<file path="config.mk">
export PLATFORM = sky130hd
export DESIGN_NAME = noise_lfsr_gen
export DESIGN_NICKNAME = d
export VERILOG_FILES = /design/src/rtl/noise_pkg.sv /design/src/rtl/noise_period_rom.sv /design/src/rtl/noise_timer.sv /design/src/rtl/noise_shreg.sv /design/src/rtl/noise_lfsr_gen.sv
export SDC_FILE = /design/constraint.sdc
export NUM_CORES = 1
export LEC_CHECK = 0
export BUFFER_PORTS_ARGS = -buffer_cell sky130_fd_sc_hd__buf_4
export CAP_MARGIN = 40
export CORE_MARGIN = 5
export CORE_UTILIZATION = 60
export DETAILED_ROUTE_END_ITERATION = 8
export PLACE_DENSITY_LB_ADDON = 0.2
export SYNTH_ARGS = -nofsm -noshare
export SYNTH_HDL_FRONTEND = slang
export SYNTH_HIERARCHICAL = 1
export SYNTH_SLANG_ARGS = --single-unit
export TNS_END_PERCENT = 50
</file>
<file path="constraint.sdc">
create_clock -name clk -period 4.66 [get_ports clk]
set_clock_uncertainty 0.1 [all_clocks]
set_input_delay 0 -clock clk [delete_from_list [all_inputs] [get_ports clk]]
set_output_delay 0 -clock clk [all_outputs]
set_load 0.005 [all_outputs]
</file>
<file path="src/rtl/noise_pkg.sv">
package noise_pkg;
  localparam int LFSR_W   = 15;
  localparam int SEL_W    = 4;
  localparam int TBL_N    = 1 << SEL_W;
  localparam int TAP_LONG = 1;
  localparam int TAP_SHRT = 6;

  typedef enum logic {FB_LONG = 1'b0, FB_SHORT = 1'b1} fb_mode_e;

  // One right shift with the selected feedback tap entering at the top.
  function automatic logic [LFSR_W-1:0] lfsr_step(input logic [LFSR_W-1:0] v,
                                                   input fb_mode_e m);
    logic fb;
    fb = v[0] ^ ((m == FB_SHORT) ? v[TAP_SHRT] : v[TAP_LONG]);
    return {fb, v[LFSR_W-1:1]};
  endfunction

  // A zero period would stall the timer; clamp it to one.
  function automatic logic [31:0] clamp_period(input logic [31:0] p);
    return (p == 32'd0) ? 32'd1 : p;
  endfunction
endpackage

</file>
<file path="src/rtl/noise_period_rom.sv">
module noise_period_rom
  import noise_pkg::*;
#(
  parameter int PW = 12,
  parameter logic [PW-1:0] TBL [TBL_N] = '{default: '0}
) (
  input  logic [SEL_W-1:0] sel,
  output logic [PW-1:0]    period
);
  logic [PW-1:0] raw;
  always_comb begin
    raw    = TBL[sel];
    period = (raw == '0) ? PW'(1) : raw;
  end
endmodule

</file>
<file path="src/rtl/noise_timer.sv">
module noise_timer #(
  parameter int PW = 12
) (
  input  logic          clk,
  input  logic          rst_n,
  input  logic          tick,
  input  logic [PW-1:0] reload_val,
  output logic          expire
);
  logic [PW-1:0] cnt_q;

  assign expire = tick && (cnt_q == PW'(1));

  always_ff @(posedge clk) begin
    if (!rst_n)       cnt_q <= PW'(1);
    else if (expire)  cnt_q <= reload_val;
    else if (tick)    cnt_q <= cnt_q - PW'(1);
  end
endmodule

</file>
<file path="src/rtl/noise_shreg.sv">
module noise_shreg
  import noise_pkg::*;
(
  input  logic              clk,
  input  logic              rst_n,
  input  logic              step,
  input  fb_mode_e          mode,
  output logic [LFSR_W-1:0] q
);
  always_ff @(posedge clk) begin
    if (!rst_n)     q <= LFSR_W'(1);
    else if (step)  q <= lfsr_step(q, mode);
  end
endmodule

</file>
<file path="src/rtl/noise_lfsr_gen.sv">
module noise_lfsr_gen
  import noise_pkg::*;
#(
  parameter int PW = 12,
  parameter logic [PW-1:0] PERIOD_TBL [TBL_N] = '{
    12'd4,   12'd8,   12'd16,  12'd32,  12'd64,  12'd96,  12'd128,  12'd160,
    12'd202, 12'd254, 12'd380, 12'd508, 12'd762, 12'd1016, 12'd2034, 12'd4068}
) (
  input  logic              clk,
  input  logic              rst_n,
  input  logic              tick_en,
  input  logic [SEL_W-1:0]  period_sel,
  input  logic              mode_short,
  output logic              gate_out,
  output logic [LFSR_W-1:0] lfsr_q
);
  logic [PW-1:0] reload_val;
  logic          tmr_expire;
  fb_mode_e      fb_mode;

  assign fb_mode = mode_short ? FB_SHORT : FB_LONG;

  noise_period_rom #(.PW(PW), .TBL(PERIOD_TBL)) u_rom (
    .sel    (period_sel),
    .period (reload_val)
  );

  noise_timer #(.PW(PW)) u_tmr (
    .clk        (clk),
    .rst_n      (rst_n),
    .tick       (tick_en),
    .reload_val (reload_val),
    .expire     (tmr_expire)
  );

  noise_shreg u_sr (
    .clk   (clk),
    .rst_n (rst_n),
    .step  (tmr_expire),
    .mode  (fb_mode),
    .q     (lfsr_q)
  );

  assign gate_out = ~lfsr_q[0];
endmodule

</file>
# Yosys cells after proc, flatten, opt, wreduce, memory -nomap -nowiden
# Memories as Yosys holds them, arrays and structs flattened.
# Cells that the tools add are included.
# totals
reg_bits,27
latchBits,0
ram_bits,0
romBits,192
input_bits,8
output_inout_bits,16
wordCells,19
memories,1
# memory_table
memory,words,width,rd,rd_clocked_by_memory_dff,write_ports,line_no,text
(no name shown),16,12,1,0,0,noise_period_rom.sv:12,raw = TBL[sel];
# classes
add_sub_neg,1
n_mul,0
div,0
magnitude_cmp,1
eq_ne,1
n_shift,0
muxes,7
bitwise,3
n_reduce_logical,3
# ops
op,count
12-bit 2-to-1 mux,5
12-bit by 1-bit equality test with 1-bit output (second input constant),1
12-bit logical NOT,1
12-bit by 1-bit subtractor with 12-bit output (second input constant),1
5-bit greater-or-equal comparator (second input constant),1
4-bit inverter with 5-bit output,1
1-bit 2-to-1 mux,2
2-bit nonzero test,1
1-bit logical AND,1
1-bit inverter,1
1-bit bitwise XOR,1

# Longest topological paths before layout
# Gate-level depths: netlist of the first run.
# depth
word_depth,7
mapped_depth,9
ltp_nobuf,7

# Modules after synthesis
# The synthesis of the first run kept the hierarchy.
# by_module_without_submodules
module,instances,cells_per_inst,area_per_inst_um2,seq_area_each_um2
noise_timer,1,96,762.0,240.2
noise_shreg,1,51,605.6,300.3
noise_period_rom,1,31,203.9,0.0
noise_lfsr_gen,1,1,3.8,0.0

# Least setup slack after synthesis of the first run
# No wires, ideal clock.
# synth_path
path_type,register to register
startpoint,reg u_tmr.cnt_q[1]
endpoint,reg u_tmr.cnt_q[4]
setup_time_ps,74
arrival_ps,1596
t_required_ps,4486
path_slack_ps,2889
path_stages_with_launch,8
path_buffers,0
period_less_slack_ps,1771
path_cell_list,dfxtp_1 -> inv_1 -> ha_1 -> and3b_4 -> nand4_2 -> inv_2 -> or4_1 -> a31oi_1
# synth_via
elab_chain_cells,3
elab_cells_between_ends,6
cone_classes,1 x add/sub; 1 x eq/ne; 2 x mux; 2 x reduce/logical
# synth_lines
item,line_no,text
from (decl),noise_timer.sv:10,logic [PW-1:0] cnt_q;
from (signal assigned),noise_timer.sv:16,else if (expire) cnt_q <= reload_val;
from (signal assigned),noise_timer.sv:17,else if (tick) cnt_q <= cnt_q - PW'(1);
12-bit by 1-bit equality test with 1-bit output *,noise_timer.sv:12,assign expire = tick && (cnt_q == PW'(1));
1-bit logical AND *,noise_timer.sv:12,
net tmr_expire,noise_lfsr_gen.sv:18,logic tmr_expire;
12-bit 2-to-1 mux / 2-bit nonzero test (equally long branches),-,
# Mark *: on every way through the listed nets, which the timed path passes. The rest lies on a longest branch. The select of a mux whose other input is x is not followed.
# A chain may end at the register's enable or synchronous reset.

# Final worst setup path of the first run
# Ends and elaborated chain as after synthesis.

==> impl_metrics.yaml, run 1 <==
status:
  outcome: "finished, final reports clean"
yosys:
  ys_ff_latch: 27
  synthAdderAreaFrac_pct: 1.59
  synth_top_family_by_area: "simple AND/OR/NAND/NOR gates"
  ys_types: 52
  synth_compound_area_share_pct: 16.6
  synth_xor_area_share_pct: 0
  ys_async_sr_fraction_pct: 0
  synth.avg_cell_area_um2: 8.80
  syn_nets: 189
  synth_mux_area_share_pct: 10.8
  synth_area_um2: 1580
  syn_inst: 179
  yosys_warnings: 6
  yosys_most_used_dff: "dfxtp_1"
  synth_edf_count: 0
  ys_seq_area_share_pct: 34.3
  synth-simple-area-share_pct: 27.9
floorplan:
  die_h_um: 61.2
  core_um2: 2500
  dieArea_um2: 3750
  start_util_pct: 63.0
  core.rowCount: 18
  die_width_um: 61.2
  io_pins: 24
min_path:
  whs_endpoint: "u_tmr/cnt_q[6]"
  holdPathStages: 4
  holdCritStartpoint: "period_sel[3]"
  hp-class: "in -> reg"
routing:
  drc: 0
  wl_per_cell_um: 14.5
  ant_nets: 0
  vias_per_cell: 6.08
  routed_wl_um: 3320
  dr.first_iter.drc_count: 80
  first_pass_iters: 4
  via_count: 1387
clock_tree:
  insertion_delay_ps: 330
  cts_buffers: 3
  post_cts_resized: 0
  cts_tree: "done"
  cts_root_buf: "clkbuf_4"
  cts_num_sinks: 27
  cts_buffer_depth: 2
  clk_pin_slew_ps: 140
  postCtsSetupBuffers: 0
  h-tree-depth: 1
timing:
  fin_crit_sh_pct: 45.9
  finalSetupTns_ps: 0
  setup_viol: 0
  setup_ws_ps: 2520
  relSlewSlack_pct: 60.4
  fmax_ghz: 0.467
  worst_slew_pin_slew_ps: 589
  rsz0062_at_grt: "false"
  hold_violations: 0
  slew_violations: 0
  min_period_ps: 2140
setup_path:
  arrival_ps: 2310
  crit_slowest_cell: "or4_1"
  r2r_setup_slack_ps: 2520
  regToRegStartpoint: "u_tmr/cnt_q[1]"
  reg2reg_depth: 7
  crit_chain: "inv_1 -> ha_1 -> and3b_4 -> nand4_2 -> inv_2 -> or4_1 -> a31oi_1"
  path_delay_family: "simple AND/OR/NAND/NOR gates"
  crit_type: "reg -> reg"
  end_kind: "flip-flop"
  cp_max_fo: 25
  path_buf_inv: 2
  slowest_delay_ps: 530
  cp.required_ps: 4830
  start_kind: "flip-flop"
  reg2reg_to: "u_tmr/cnt_q[4]"
global_route:
  grt_pass1_wl_um: 5640
  antenna_found_initial: 0
  grt_max_degree: 31
  grt_remaining_overflow: 0
  grt_pass1_vias: 1282
  track_usage_pct: 19.7
final_layout:
  drive_gt1_share_pct: 19.7
  syn_to_final_growth_pct: 10.7
  final_nets: 209
  layout_commonest_cell: "dfxtp_1"
  multiInputGateArea_um2: 900
  fillers: 206
  fin_cells: 228
  final_cell_mix: "dfxtp_1, buf_4, nand2_1, mux2i_1, nor2b_1"
  seq_area_um2: 541
  diodes: 0
power_and_ir_drop:
  vdd_drop_max_mv: 0.237
  powerDensity_nw_per_um2: 326
  leakage_uw: 0.000692
place:
  io_buffers: 23
  pre_cts_ws_ps: 2540
  gp_congestion: 0.844
  dpl.hpwl_um: 2460
  dpl.cell_count: 221
job:
  drv_cap: 0
## synth_stat cells (2+ instances only)
master / number / area (um2)
buf_4: 2 / 15.0
nor3_1: 2 / 10.0
and3_1: 4 / 25.0
o21ai_0: 4 / 20.0
ha_1: 2 / 25.0
buf_6: 4 / 45.0
nand3b_1: 2 / 15.0
clkbuf_1: 2 / 7.51
nor4_1: 3 / 18.8
inv_1: 8 / 30.0
buf_2: 2 / 10.0
nand4_1: 3 / 18.8
nand2_1: 18 / 67.6
inv_2: 2 / 7.51
o21ai_1: 2 / 10.0
o32ai_1: 2 / 17.5
a31oi_1: 4 / 25.0
nand3_1: 7 / 35.0
nor2b_1: 13 / 81.3
o211ai_1: 2 / 15.0
o22ai_1: 3 / 18.8
dfxtp_1: 27 / 541
a21oi_1: 8 / 40.0
nor2_1: 9 / 33.8
mux2i_1: 17 / 170
## power by group
part           internal, uW  leakage, uW  total, uW  switching, uW
clock network          33.6    0.0000150       99.9           66.3
logic                  85.8     0.000458        192            106
registers               252     0.000219        277           25.6
total                   371     0.000692        569            198
## worst register-to-register path, cell delays in order, from the launching register on
cell and delay (ps):
dfxtp_1 400, inv_1 80, ha_1 190, and3b_4 200, nand4_2 140, inv_2 230, or4_1 540, a31oi_1 180
## per-stage QoR
| stage | cell area, um2 | hold WS, ps | power [uW] | utilization (%) |
|---|---|---|---|---|
| floorplan | 1580 | 28.2 | 441 | - |
| global placement | 1690 | 207 | 463 | 67.5 |
| detailed placement | 1690 | 219 | 471 | 67.5 |
| CTS | 1740 | 2.62 | 569 | 69.8 |
| global route | 1740 | 23.7 | 608 | 69.8 |
| finish | 1740 | 0.223 | 569 | 69.8 |
## area by class of cell
type,count,share of cell area [%]
Clock buffer,4,1.51
Sequential cell,27,31.0
Tap cell,30,2.15
Multi-Input combinational cell,131,51.6
Timing Repair Buffer,26,11.6
Inverter,10,2.15
## state kept, by name, summed over array words and instances, names as in the netlist
register,cells
u_sr/q,15
u_tmr/cnt_q,12
## kinds of logic after synthesis
kind of cell | after synthesis
and+or+nand+nor | 74
AOI/OAI and AO/OA | 37
DFF | 27
buffers and inverters | 21
muxes | 17
adders and majority gates | 2
other | 1
## worst max path at each step
stage                               from             end  slack (ps)  depth (start not counted)
final                     u_tmr/cnt_q[1]  u_tmr/cnt_q[4]        2520                          7
after global routing      u_tmr/cnt_q[1]  u_tmr/cnt_q[4]        2380                          7
after CTS                 u_tmr/cnt_q[1]  u_tmr/cnt_q[4]        2540                          7
after detailed placement  u_tmr/cnt_q[1]  u_tmr/cnt_q[4]        2540                          7
after global placement    u_tmr/cnt_q[1]  u_tmr/cnt_q[4]        2660                          7
after floorplan           u_tmr/cnt_q[1]  u_tmr/cnt_q[4]        2890                          7
## layer usage
metal  wire length (um)  part of all wire (%)  track usage (%)  vias to the layer above
met3                208                   6.3             2.94                       12
met1               1410                    42             22.6                      638
met4                 96                   2.9             8.98                        0
met5                  0                     0                0                        -
li1                   -                     -                -                      688
met2               1600                    48             35.8                       49
## timing repair
item	CTS	global route
hold buffers	3	0
hold endpoints to repair	26	0
setup endpoints to repair	0	0
Power figures use the tool's default switching activity.
==> run 2, diff against run 1 <==
Settings changed: CORE_UTILIZATION 60 to 56.
Clock period 4.66 ns to 2.2 ns, I/O delays scaled along.
==> impl_metrics.yaml, run 2 (synthesis results as in run 1) <==
status:
  outcome: "finished, final reports clean"
min_path:
  whs_endpoint: "u_tmr/cnt_q[6]"
  hp-class: "in -> reg"
  holdCritStartpoint: "period_sel[3]"
  holdPathStages: 4
global_route:
  grt_max_degree: 31
  grt_remaining_overflow: 0
  antenna_found_initial: 0
  grt_pass1_vias: 1284
  grt_pass1_wl_um: 5720
  track_usage_pct: 17.1
setup_path:
  regToRegStartpoint: "u_tmr/cnt_q[8]"
  arrival_ps: 2280
  cp_max_fo: 7
  slowest_delay_ps: 570
  reg2reg_to: "u_tmr/cnt_q[1]"
  cp.required_ps: 2370
  crit_slowest_cell: "dlygate4sd3_1"
  r2r_setup_slack_ps: 90
  path_delay_family: "simple AND/OR/NAND/NOR gates"
  start_kind: "flip-flop"
  reg2reg_depth: 6
  path_buf_inv: 2
  end_kind: "flip-flop"
  crit_chain: "nor4_2 -> nand4_4 -> inv_4 -> nand2_1 -> a31oi_1 -> dlygate4sd3_1"
  crit_type: "reg -> reg"
timing:
  setup_ws_ps: 86.5
  finalSetupTns_ps: 0
  fmax_ghz: 0.473
  hold_violations: 0
  fin_crit_sh_pct: 96.1
  min_period_ps: 2110
  relSlewSlack_pct: 60.9
  slew_violations: 0
  setup_viol: 0
  worst_slew_pin_slew_ps: 582
clock_tree:
  cts_tree: "done"
  clk_pin_slew_ps: 140
  cts_buffers: 3
  h-tree-depth: 1
  cts_root_buf: "clkbuf_4"
  cts_num_sinks: 27
  insertion_delay_ps: 320
  cts_buffer_depth: 2
power_and_ir_drop:
  p_total_uw: 1260
  powerDensity_nw_per_um2: 700
  vdd_drop_max_mv: 0.693
  leakage_uw: 0.000723
routing:
  wl_per_cell_um: 15.0
  via_count: 1404
  dr.first_iter.drc_count: 88
  drc: 0
  vias_per_cell: 5.97
  routed_wl_um: 3520
  first_pass_iters: 4
  ant_nets: 0
final_layout:
  final_cell_mix: "buf_4, dfxtp_1, nand2_1, mux2i_1, nor2b_1"
  top_register: "u_sr/q"
  syn_to_final_growth_pct: 14.5
  finish.utilization_pct: 66.0
  largest_reg_flops: 15
  final_nets: 215
  drive_gt1_share_pct: 21.6
  layout_commonest_cell: "buf_4"
  reg_top3: "u_sr/q (15), u_tmr/cnt_q (12)"
  diodes: 0
floorplan:
  dieArea_um2: 3970
  start_util_pct: 57.6
  core_um2: 2730
  core.rowCount: 19
  die_width_um: 63.0
  io_pins: 24
  die_h_um: 63.0
place:
  gp_congestion: 0.887
  io_buffers: 23
  pre_cts_ws_ps: 260
  dpl.hpwl_um: 2470
job:
  drv_cap: 0
-- run 2: changes by cell type in the layout (fill, tap and decap cells not counted), sizes merged --
cell / delta
buf: +5
dlygate4sd3: +1
-- run 2: metrics by stage --
| step | hold WS (ps) | area, um2 | std cells |
|---|---|---|---|
| after detailed placement | 216 | 1700 | 224 |
| after floorplan | 28.2 | 1580 | 179 |
| final | 30.1 | 1800 | 235 |
| after CTS | 11.4 | 1770 | 232 |
| after global placement | 208 | 1700 | 224 |
| after global routing | 33.8 | 1800 | 235 |
-- run 2: power by group --
part	internal (uW)	switching (uW)	total, uW	leakage (uW)
sequential	533	56.0	589	0.000219
clock	70.9	137	208	0.0000150
combinational	216	250	466	0.000489
total	820	444	1260	0.000723
-- run 2: worst register-to-register path, stage by stage (launching register included) --
cell           delay [ps]
dfxtp_1               410
nor4_2                440
nand4_4               200
inv_4                 120
nand2_1                60
a31oi_1               160
dlygate4sd3_1         570
-- run 2: worst max-delay path by stage --
| stage | startpoint | end | slack (ps) | depth (start not counted) |
|---|---|---|---|---|
| after floorplan | u_tmr/cnt_q[1] | u_tmr/cnt_q[4] | 430 | 7 |
| after detailed placement | u_tmr/cnt_q[1] | u_sr/q[0] | 260 | 8 |
| after global placement | u_tmr/cnt_q[0] | u_tmr/cnt_q[4] | 300 | 5 |
| final | u_tmr/cnt_q[8] | u_tmr/cnt_q[1] | 90 | 6 |
| after global routing | u_tmr/cnt_q[8] | u_tmr/cnt_q[1] | -9 | 6 |
| after CTS | u_tmr/cnt_q[1] | u_tmr/cnt_q[1] | 100 | 8 |
-- run 2: layout make-up --
cell class | count | area [um2]
flip-flops and latches | 27 | 541
fillers | 212 | 930
inverters | 10 | 40.0
clock buffers | 4 | 26.3
repair buffers | 32 | 250
well taps | 31 | 38.8
multi-input cells | 131 | 908
-- run 2: metal layers --
| layer | wire [um] | global-route usage [%] |
|---|---|---|
| met4 | 36 | 5.31 |
| met1 | 1600 | 23.2 |
| met2 | 1700 | 26.4 |
| met3 | 178 | 4.32 |
| met5 | 0 | 0 |
-- run 2: timing repair --
| item | 4_1_cts | 5_1_grt |
|---|---|---|
| endpoints found under the setup margin | 0 | 1 |
| endpoints found under the hold margin | 26 | 0 |
| hold buffers | 4 | 0 |
| gates resized for setup | 0 | 2 |
| buffers inserted | 0 | 3 |
==> run 3, diff against run 2 <==
Settings changed: MAX_ROUTING_LAYER set to met4.
==> impl_metrics.yaml, run 3 (synthesis results as in run 1) <==
clock_tree:
  cts_root_buf: "clkbuf_4"
  cts_buffer_depth: 2
  clk_pin_slew_ps: 130
  cts_tree: "done"
  h-tree-depth: 1
  cts_buffers: 3
  cts_num_sinks: 27
  insertion_delay_ps: 320
setup_path:
  cp_max_fo: 7
  path_delay_family: "buffers and inverters"
  cp.required_ps: 2360
  slowest_delay_ps: 570
  crit_chain: "inv_1 -> ha_1 -> and3b_4 -> nand4_4 -> inv_4 -> nand2_1 -> a31oi_1 -> dlygate4sd3_1"
  path_buf_inv: 3
  start_kind: "flip-flop"
  crit_type: "reg -> reg"
  crit_slowest_cell: "dlygate4sd3_1"
  end_kind: "flip-flop"
  arrival_ps: 2230
routing:
  drc: 0
  via_count: 1384
  ant_nets: 0
  wl_per_cell_um: 15.0
  routed_wl_um: 3510
  dr.first_iter.drc_count: 82
  vias_per_cell: 5.91
  first_pass_iters: 4
floorplan:
  die_width_um: 63.0
  start_util_pct: 57.6
  dieArea_um2: 3970
  core_um2: 2730
  die_h_um: 63.0
  io_pins: 24
  core.rowCount: 19
global_route:
  track_usage_pct: 17.6
  grt_max_degree: 31
  grt_pass1_vias: 1289
  grt_pass1_wl_um: 5720
  grt_remaining_overflow: 0
  antenna_found_initial: 0
final_layout:
  syn_to_final_growth_pct: 14.6
  drive_gt1_share_pct: 21.2
  final_nets: 214
  largest_reg_flops: 15
  reg_top3: "u_sr/q (15), u_tmr/cnt_q (12)"
  top_register: "u_sr/q"
  final_cell_mix: "buf_4, dfxtp_1, nand2_1, mux2i_1, nor2b_1"
  diodes: 0
  finish.utilization_pct: 66.0
power_and_ir_drop:
  vdd_drop_max_mv: 0.710
  powerDensity_nw_per_um2: 700
  leakage_uw: 0.000723
timing:
  hold_violations: 0
  slew_violations: 0
  worst_slew_pin_slew_ps: 565
  fin_crit_sh_pct: 94.0
  fmax_ghz: 0.484
  setup_viol: 0
  relSlewSlack_pct: 62.0
  finalSetupTns_ps: 0
  min_period_ps: 2070
  rsz0062_at_grt: "false"
place:
  io_buffers: 23
  gp_congestion: 0.902
  dpl.hpwl_um: 2470
min_path:
  hp-class: "in -> reg"
status:
  outcome: "finished, final reports clean"
job:
  drv_cap: 0
-- run 3: worst paths after layout --
kind / from / to / slack [ps] / cells after the start
min reg2reg: u_tmr/cnt_q[6] / u_tmr/cnt_q[6] / 430 / 2
min: period_sel[3] / u_tmr/cnt_q[6] / 40 / 4
max reg2reg: u_tmr/cnt_q[1] / u_tmr/cnt_q[1] / 130 / 8
max: u_tmr/cnt_q[1] / u_tmr/cnt_q[1] / 130 / 8
-- run 3: cell type report --
cell class	count	area, um2
Multi-Input combinational cell	131	917
Inverter	10	40.0
Timing Repair Buffer	31	243
Fill cell	217	928
Tap cell	31	38.8
Sequential cell	27	541
Clock buffer	4	26.3
-- run 3: per-stage QoR --
| step | total power, uW | worst slack, ps | hold slack (ps) | cells | area, um2 |
|---|---|---|---|---|---|
| floorplan | 934 | 429 | 28.2 | 179 | 1580 |
| global placement | 996 | 300 | 208 | 224 | 1700 |
| detailed placement | 1010 | 260 | 216 | 224 | 1700 |
| CTS | 1230 | 95.6 | 11.4 | 232 | 1770 |
| global route | 1350 | 47.1 | 33.8 | 234 | 1810 |
| finish | 1260 | 133 | 35.8 | 234 | 1810 |
-- run 3: where the power goes --
group          internal (uW)  leakage [uW]  switching (uW)
Sequential               533      0.000219            59.5
Clock                   70.9     0.0000150             134
Combinational            217      0.000488             250
Total                    821      0.000723             444
-- run 3: per-layer routing --
layer  global-route usage, %  vias to the layer above  routed length [um]  share of wire [%]
li1                        -                      694                   -                  -
met1                    23.2                      659                1620                 46
met2                    26.4                       29                1740                 50
met3                    4.32                        2                 124                3.5
met4                    5.31                        0                  14               0.40
met5                       -                        -                   0                  0
-- run 3: tightest hold or removal path, delay by kind of cell --
kind / cells / cell delay, ps
compound gates: 3 / 270
buf+inv: 1 / 140
-- run 3: timing repair --
item,4_1_cts,5_1_grt
buffers inserted,0,2
gates resized for setup,0,3
endpoints found under the hold margin,26,0
endpoints found under the setup margin,0,1
hold buffers,4,0
